**config.mk**
```make
export PLATFORM = sky130hd
export DESIGN_NAME = phy_clkseq
export DESIGN_NICKNAME = d
export VERILOG_FILES = /design/src/rtl/phy_clkseq_pkg.sv /design/src/rtl/phy_clkseq_fields.sv /design/src/rtl/phy_clkseq_timer.sv /design/src/rtl/phy_clkseq.sv
export SDC_FILE = /design/constraint.sdc
export NUM_CORES = 1
export LEC_CHECK = 0
export BUFFER_PORTS_ARGS = -buffer_cell sky130_fd_sc_hd__buf_2
export CAP_MARGIN = 20
export CORE_ASPECT_RATIO = 0.75
export CORE_UTILIZATION = 40
export DETAILED_ROUTE_END_ITERATION = 10
export PLACE_DENSITY = 0.71
export SYNTH_ARGS = -nofsm -noshare
export SYNTH_HDL_FRONTEND = slang
export SYNTH_SLANG_ARGS = --single-unit
```
**constraint.sdc**
```tcl
create_clock -name clk -period 4.78 [get_ports clk]
set_input_delay 1.434 -clock clk [delete_from_list [all_inputs] [get_ports clk]]
set_output_delay 1.434 -clock clk [all_outputs]
set_load 0.05 [all_outputs]
```
**src/rtl/phy_clkseq_pkg.sv**
```systemverilog
package phy_clkseq_pkg;

    typedef logic [31:0] word_t;

    typedef enum logic [3:0] {
        S_INIT_TAP,
        S_INIT_CHK,
        S_INIT_WAIT,
        S_IDLE,
        S_DLL_OFF,
        S_CLK_SET,
        S_TAP,
        S_STRB,
        S_FREQ,
        S_TRIM,
        S_DLL_ON,
        S_POLL
    } seq_state_e;

    // DLL word
    localparam int unsigned PWRUP_BIT  = 0;
    localparam int unsigned DLLEN_BIT  = 1;
    localparam int unsigned TRIM_LSB   = 4;
    localparam int unsigned DRIVE_LSB  = 20;
    // delay word
    localparam int unsigned TAP_LSB    = 12;
    localparam int unsigned TAPEN_BIT  = 20;
    localparam int unsigned STRB_LSB   = 24;
    // frequency word
    localparam int unsigned FSEL_LSB   = 8;

    localparam word_t PWRUP_MASK = word_t'(1) << PWRUP_BIT;
    localparam word_t DLLEN_MASK = word_t'(1) << DLLEN_BIT;
    localparam word_t TAP_MASK   = (word_t'(1) << TAPEN_BIT) | (word_t'(4'hF) << TAP_LSB);

    function automatic word_t merge(input word_t cur, input word_t mask, input word_t val);
        return (cur & ~mask) | (val & mask);
    endfunction

endpackage

```
**src/rtl/phy_clkseq_fields.sv**
```systemverilog
module phy_clkseq_fields
    import phy_clkseq_pkg::*;
#(
    parameter int FREQ_W        = 20,
    parameter int SLOW_KHZ      = 400,
    parameter int FAST_KHZ      = 200000,
    parameter int MID_KHZ       = 100000,
    parameter bit FSEL_TWO_BIT  = 1'b1,
    parameter bit STROBE_NARROW = 1'b1
) (
    input  logic [FREQ_W-1:0] khz,
    input  logic [3:0]        tap,
    input  logic [3:0]        trim,
    input  logic [2:0]        drive,
    input  logic [7:0]        strobe,
    output logic              is_slow,
    output word_t             tap_val,
    output word_t             strb_mask,
    output word_t             strb_val,
    output word_t             freq_mask,
    output word_t             freq_val,
    output word_t             trim_mask,
    output word_t             trim_val
);
    localparam logic [FREQ_W-1:0] SLOW_LIM = FREQ_W'(SLOW_KHZ);
    localparam logic [FREQ_W-1:0] FAST_VAL = FREQ_W'(FAST_KHZ);
    localparam logic [FREQ_W-1:0] MID_VAL  = FREQ_W'(MID_KHZ);

    logic is_fast, is_mid;

    always_comb begin
        is_slow = (khz <= SLOW_LIM);
        is_fast = (khz == FAST_VAL);
        is_mid  = (khz == MID_VAL);
        tap_val = (word_t'(1) << TAPEN_BIT) | (word_t'(tap) << TAP_LSB);
        trim_mask = (word_t'(4'hF) << TRIM_LSB) | (word_t'(3'h7) << DRIVE_LSB);
        trim_val  = (word_t'(trim) << TRIM_LSB) | (word_t'(drive) << DRIVE_LSB);
    end

    generate
        if (FSEL_TWO_BIT) begin : g_fsel2
            logic sel_lo, sel_hi;
            always_comb begin
                sel_lo    = !(is_fast || is_mid);
                sel_hi    = is_mid;
                freq_mask = word_t'(2'b11) << FSEL_LSB;
                freq_val  = word_t'({sel_hi, sel_lo}) << FSEL_LSB;
            end
        end else begin : g_fsel3
            always_comb begin
                freq_mask = word_t'(3'b111) << FSEL_LSB;
                freq_val  = word_t'(is_fast ? 3'd0 : 3'd4) << FSEL_LSB;
            end
        end

        if (STROBE_NARROW) begin : g_strb4
            always_comb begin
                strb_mask = word_t'(4'hF) << STRB_LSB;
                strb_val  = word_t'(strobe[3:0]) << STRB_LSB;
            end
        end else begin : g_strb8
            always_comb begin
                strb_mask = word_t'(8'hFF) << STRB_LSB;
                strb_val  = word_t'(strobe) << STRB_LSB;
            end
        end
    endgenerate

endmodule

```
**src/rtl/phy_clkseq_timer.sv**
```systemverilog
module phy_clkseq_timer #(
    parameter int INTERVAL = 8,
    parameter int COUNT    = 4
) (
    input  logic clk,
    input  logic rst_n,
    input  logic run,
    output logic interval_end,
    output logic final_end
);
    localparam int TW = $clog2(INTERVAL + 1);
    localparam int CW = $clog2(COUNT + 1);

    typedef struct packed {
        logic [TW-1:0] tick;
        logic [CW-1:0] cnt;
    } tmr_t;

    tmr_t t_d, t_q;

    assign interval_end = run && (t_q.tick == TW'(INTERVAL - 1));
    assign final_end    = interval_end && (t_q.cnt == CW'(COUNT - 1));

    always_comb begin
        t_d = t_q;
        if (!run) begin
            t_d = '0;
        end else if (interval_end) begin
            t_d.tick = '0;
            if (!final_end) t_d.cnt = t_q.cnt + 1'b1;
        end else begin
            t_d.tick = t_q.tick + 1'b1;
        end
    end

    always_ff @(posedge clk or negedge rst_n) begin
        if (!rst_n) t_q <= '0;
        else        t_q <= t_d;
    end

    AST_TICK_RANGE: assert property (@(posedge clk) disable iff (!rst_n)
        32'(t_q.tick) < INTERVAL);
    AST_CNT_RANGE: assert property (@(posedge clk) disable iff (!rst_n)
        32'(t_q.cnt) < COUNT);

endmodule

```
**src/rtl/phy_clkseq.sv**
```systemverilog
module phy_clkseq
    import phy_clkseq_pkg::*;
#(
    parameter int FREQ_W        = 20,
    parameter int SLOW_KHZ      = 400,
    parameter int FAST_KHZ      = 200000,
    parameter int MID_KHZ       = 100000,
    parameter int POLL_CYC      = 125000,
    parameter int POLL_MAX      = 1000,
    parameter int CAL_CYC       = 2500,
    parameter bit FSEL_TWO_BIT  = 1'b1,
    parameter bit STROBE_NARROW = 1'b1,
    parameter bit DLL_PRESENT   = 1'b1
) (
    input  logic              clk,
    input  logic              rst_n,
    input  logic              req,
    input  logic [FREQ_W-1:0] req_khz,
    input  logic              req_strobe_mode,
    input  logic [3:0]        cfg_tap,
    input  logic [3:0]        cfg_trim,
    input  logic [2:0]        cfg_drive,
    input  logic [7:0]        cfg_strobe,
    input  logic              dll_ready,
    input  logic              cal_done,
    output logic [31:0]       dll_ctrl,
    output logic [31:0]       delay_ctrl,
    output logic [31:0]       freq_ctrl,
    output logic              clk_load,
    output logic [FREQ_W-1:0] clk_khz,
    output logic              busy,
    output logic              done,
    output logic              err
);
    typedef struct packed {
        seq_state_e        st;
        word_t             dll;
        word_t             dly;
        word_t             frq;
        logic [FREQ_W-1:0] khz;
        logic [FREQ_W-1:0] clk_khz;
        logic              strb_mode;
        logic              clk_load;
        logic              dll_on;
        logic              done;
        logic              err;
    } seq_regs_t;

    seq_regs_t r_d, r_q;

    logic  is_slow;
    word_t f_tap_val, f_strb_mask, f_strb_val, f_freq_mask, f_freq_val;
    word_t f_trim_mask, f_trim_val;
    logic  poll_end, poll_final, cal_end_unused, cal_final;

    phy_clkseq_fields #(
        .FREQ_W(FREQ_W), .SLOW_KHZ(SLOW_KHZ), .FAST_KHZ(FAST_KHZ), .MID_KHZ(MID_KHZ),
        .FSEL_TWO_BIT(FSEL_TWO_BIT), .STROBE_NARROW(STROBE_NARROW)
    ) u_fields (
        .khz(r_q.khz), .tap(cfg_tap), .trim(cfg_trim), .drive(cfg_drive),
        .strobe(cfg_strobe), .is_slow(is_slow), .tap_val(f_tap_val),
        .strb_mask(f_strb_mask), .strb_val(f_strb_val),
        .freq_mask(f_freq_mask), .freq_val(f_freq_val),
        .trim_mask(f_trim_mask), .trim_val(f_trim_val)
    );

    phy_clkseq_timer #(.INTERVAL(POLL_CYC), .COUNT(POLL_MAX)) u_poll_tmr (
        .clk(clk), .rst_n(rst_n), .run(r_q.st == S_POLL),
        .interval_end(poll_end), .final_end(poll_final)
    );

    phy_clkseq_timer #(.INTERVAL(1), .COUNT(CAL_CYC)) u_cal_tmr (
        .clk(clk), .rst_n(rst_n), .run(r_q.st == S_INIT_WAIT),
        .interval_end(cal_end_unused), .final_end(cal_final)
    );

    always_comb begin
        r_d          = r_q;
        r_d.clk_load = 1'b0;
        r_d.done     = 1'b0;
        case (r_q.st)
            S_INIT_TAP: begin
                r_d.dly = merge(r_q.dly, TAP_MASK, '0);
                r_d.st  = S_INIT_CHK;
            end
            S_INIT_CHK: begin
                if (DLL_PRESENT && !cal_done) begin
                    r_d.dll = merge(r_q.dll, PWRUP_MASK, PWRUP_MASK);
                    r_d.st  = S_INIT_WAIT;
                end else begin
                    r_d.st = S_IDLE;
                end
            end
            S_INIT_WAIT: begin
                if (cal_done) begin
                    r_d.st = S_IDLE;
                end else if (cal_final) begin
                    r_d.err = 1'b1;
                    r_d.st  = S_IDLE;
                end
            end
            S_IDLE: begin
                if (req) begin
                    r_d.khz       = req_khz;
                    r_d.strb_mode = req_strobe_mode;
                    r_d.err       = 1'b0;
                    r_d.st        = S_DLL_OFF;
                end
            end
            S_DLL_OFF: begin
                if (r_q.dll_on) begin
                    r_d.dll    = merge(r_q.dll, DLLEN_MASK, '0);
                    r_d.dll_on = 1'b0;
                end
                r_d.st = S_CLK_SET;
            end
            S_CLK_SET: begin
                r_d.clk_load = 1'b1;
                r_d.clk_khz  = r_q.khz;
                if (is_slow) begin
                    r_d.done = 1'b1;
                    r_d.st   = S_IDLE;
                end else begin
                    r_d.st = S_TAP;
                end
            end
            S_TAP: begin
                r_d.dly = merge(r_q.dly, TAP_MASK, f_tap_val);
                r_d.st  = S_STRB;
            end
            S_STRB: begin
                if (r_q.strb_mode) r_d.dly = merge(r_q.dly, f_strb_mask, f_strb_val);
                r_d.st = S_FREQ;
            end
            S_FREQ: begin
                r_d.frq = merge(r_q.frq, f_freq_mask, f_freq_val);
                r_d.st  = S_TRIM;
            end
            S_TRIM: begin
                r_d.dll = merge(r_q.dll, f_trim_mask, f_trim_val);
                r_d.st  = S_DLL_ON;
            end
            S_DLL_ON: begin
                r_d.dll = merge(r_q.dll, DLLEN_MASK, DLLEN_MASK);
                r_d.st  = S_POLL;
            end
            S_POLL: begin
                if (poll_end && dll_ready) begin
                    r_d.dll_on = 1'b1;
                    r_d.done   = 1'b1;
                    r_d.st     = S_IDLE;
                end else if (poll_final) begin
                    r_d.err  = 1'b1;
                    r_d.done = 1'b1;
                    r_d.st   = S_IDLE;
                end
            end
            default: r_d.st = S_IDLE;
        endcase
    end

    always_ff @(posedge clk or negedge rst_n) begin
        if (!rst_n) begin
            r_q    <= '0;
            r_q.st <= S_INIT_TAP;
        end else begin
            r_q <= r_d;
        end
    end

    assign dll_ctrl   = r_q.dll;
    assign delay_ctrl = r_q.dly;
    assign freq_ctrl  = r_q.frq;
    assign clk_load   = r_q.clk_load;
    assign clk_khz    = r_q.clk_khz;
    assign busy       = (r_q.st != S_IDLE);
    assign done       = r_q.done;
    assign err        = r_q.err;

    AST_DLL_OFF_AT_LOAD: assert property (@(posedge clk) disable iff (!rst_n)
        clk_load |-> !r_q.dll_on);
    AST_SLOW_DLL_OFF: assert property (@(posedge clk) disable iff (!rst_n)
        (done && clk_khz <= FREQ_W'(SLOW_KHZ)) |-> !r_q.dll_on);
    AST_LOCK_ENABLED: assert property (@(posedge clk) disable iff (!rst_n)
        (done && !err && clk_khz > FREQ_W'(SLOW_KHZ)) |-> (dll_ctrl[DLLEN_BIT] && r_q.dll_on));
    AST_FAIL_FLAG_OFF: assert property (@(posedge clk) disable iff (!rst_n)
        (done && err) |-> !r_q.dll_on);
    AST_PWRUP_HELD: assert property (@(posedge clk) disable iff (!rst_n)
        !$fell(dll_ctrl[PWRUP_BIT]));
    AST_IGNORE_BUSY: assert property (@(posedge clk) disable iff (!rst_n)
        (busy && req) |=> $stable(r_q.khz));
    AST_DONE_SINGLE: assert property (@(posedge clk) disable iff (!rst_n)
        done |=> !done);

endmodule

```
==> impl_metrics.toml <==
[outcome]
outcome = "complete, no violations"

[timing]
timing.fmax_mhz = 324
rsz0062_at_grt = "false"
min_period_ps = 3080
skew_ps = 7.83
worst_slew_pin_slew_ps = 692
relSlewSlack = 0.537
final.setup.tns_ps = 0
finalHoldViolations = 0
slew_violations = 0
setup_violations = 0
fin_ws_ps = 1700
fin_crit_sh = 0.645

[worst_setup_path]
r2r_start = "r_q[26]"
crit_arrival_ps = 1650
cpLargestDelayFamily = "flip-flops"
r2r_slack_ps = 2440
reg2reg_depth = 5
slowest_delay_ps = 550
cp.required_ps = 3350
worstSetupPathType = "reg -> out"
crit_buf_inv = 1
crit_chain = "nor2_1, nand3_1, buf_2"
slowest_stage = "dfrtp_1"
path_max_fanout = 16
r2r-end = "r_q[141]"
critPathLaunchType = "flip-flop"
critPathCaptureType = "output port"

[synthesis]
synth_flop_cell = "dfrtp_1"
syn_inst = 622
async_flop_share = 1.00
yosys_warnings = 0
syn_area_sq_um = 7000
ys_ff_latch = 155
synth-seq-area-share = 0.554
yosysTopAreaCell = "dfrtp_1"
synth_area_per_cell_sq_um = 11.3
synth_enable_flop_cells = 0
synth_top_cells_by_count = "dfrtp_1, buf_4, clkbuf_1"
ys_types = 50
yosysMostFrequentCell = "dfrtp_1"
synthTopCellsByArea = "dfrtp_1, buf_4, mux2_2"
netlist.area_leader.share = 0.554

[floorplan]
fp.dieH_um = 117
row_count = 41
die-area_sq_um = 18000
io_pins = 165
fp.coreArea_sq_um = 17000
start_util = 0.412
dieWidth_um = 155

[clock_network]
htree_levels = 4
cts-resized-gates = 0
clock_sinks = 155
clk_latency_ps = 420
postCtsHoldBufs = 0
cts_inserted_buffers = 17
cts_root_buf = "clkbuf_16"
path_clk_slew_ps = 60
cts_tree = "done"
post_cts_buffers = 0
clock_path_buffers = 2

[detailed_routing]
ant_nets = 0
wl_per_cell_um = 14.2
first_pass_iters = 4
drt_iter0_drc = 164
drt_wl_total_um = 12400
vias = 3958
post_drt_via_cell_ratio = 4.52
drc = 0

[min_path]
min_to = "delay_ctrl[0]"
hold_path_class = "reg -> reg"
hold_path.startpoint = "delay_ctrl[0]"
min_path_cells = 0

[finish]
antenna_cells = 0
drive_gt1_frac = 0.341
fin_nets = 676
fillers = 1554
synthToLayoutAreaGrowth_pct = 8.88

[placement]
gp_congestion = 0.795
place.port_buffers = 130
hpwlAfterDp_um = 8650
post-place-ws_ps = 1760

[global_route]
overflow = 0
grt_pass1_vias = 3736
grt_max_degree = 74
grt_pass1_wl_um = 19700
grt_usage = 0.144
antenna_found_initial = 0

[power_and_ir_drop]
vdd_drop_max_mv = 0.204
powerDensity_nw_per_um2 = 389
power_leakage_nw = 4.00

[job]
max_cap_violations = 0
cell usage in the layout (no fill, tap or decap), types with 13 or more instances in the layout:
master     netlist  final
buf_2            3    129
clkbuf_16        0     17
conb_1           1     31
dfrtp_1        155    155
mux2_2          53     53
nand2_1         20     20
nand3_1         18     18
nor2_1          57     56
xnor2_1         13     13
xor2_1          18     18
power breakdown:
group | switching [mW] | internal, mW
combinational | 0.126 | 0.0501
sequential | 0.0368 | 1.34
clock | 0.523 | 0.885
per-stage QoR:
| step | power, mW | area, sq um | cells | utilization | hold WS (ps) |
|---|---|---|---|---|---|
| 2_1_floorplan | 1.53 | 7120 | 652 | - | 429 |
| 3_3_place_gp | 1.57 | 7010 | 845 | 0.413 | 360 |
| 3_5_place_dp | 1.58 | 7010 | 845 | 0.413 | 360 |
| 4_1_cts | 3.00 | 7630 | 876 | 0.449 | 373 |
| 5_1_grt | 3.08 | 7630 | 876 | 0.449 | 376 |
| 6_report | 2.96 | 7630 | 876 | 0.449 | 368 |
cells by family after synthesis:
logic type | count (synthesis) | share of synthesized area
DFF | 155 | 0.554
adders and majority gates | 3 | 0.00536
other | 1 | 0.000535
buffers and inverters | 181 | 0.160
and+or+nand+nor | 155 | 0.113
xor gates and xnor gates | 31 | 0.0388
muxes | 55 | 0.0881
AOI/OAI and AO/OA | 41 | 0.0406
flip-flops by register name, indices dropped and copies added (netlist names):
register and flops:
clk_khz 20, clk_load 1, delay_ctrl 32, dll_ctrl 32, done 1, err 1, freq_ctrl 2, r_q 26
u_cal_tmr.t_q 13, u_poll_tmr.t_q 27
worst max path at each step:
stage             start  slack (ps)  cells past startpoint  endpoint
6_report       r_q[144]        1700                      3      busy
5_1_grt        r_q[144]        1560                      3      busy
4_1_cts        r_q[144]        1680                      3      busy
3_5_place_dp        req        1760                      4   r_q[31]
3_3_place_gp        req        1770                      4   r_q[26]
2_1_floorplan  r_q[143]        2140                      3      busy
cell type report:
type | count | area [sq um] | area share
Inverter | 4 | 15.0 | 0.00197
Multi-Input combinational cell | 316 | 2120 | 0.278
Clock inverter | 11 | 169 | 0.0221
Tap cell | 236 | 295 | 0.0387
Clock buffer | 20 | 447 | 0.0586
Sequential cell | 155 | 3880 | 0.509
Timing Repair Buffer | 134 | 699 | 0.0917
metal layers:
| metal | wire, um | vias to the layer above | global-route usage |
|---|---|---|---|
| li1 | - | 1936 | - |
| met5 | 0 | - | 0 |
| met2 | 5450 | 92 | 0.207 |
| met1 | 6080 | 1915 | 0.197 |
| met3 | 721 | 15 | 0.0553 |
| met4 | 165 | 0 | 0.0502 |
Power figures use the tool's default switching activity.
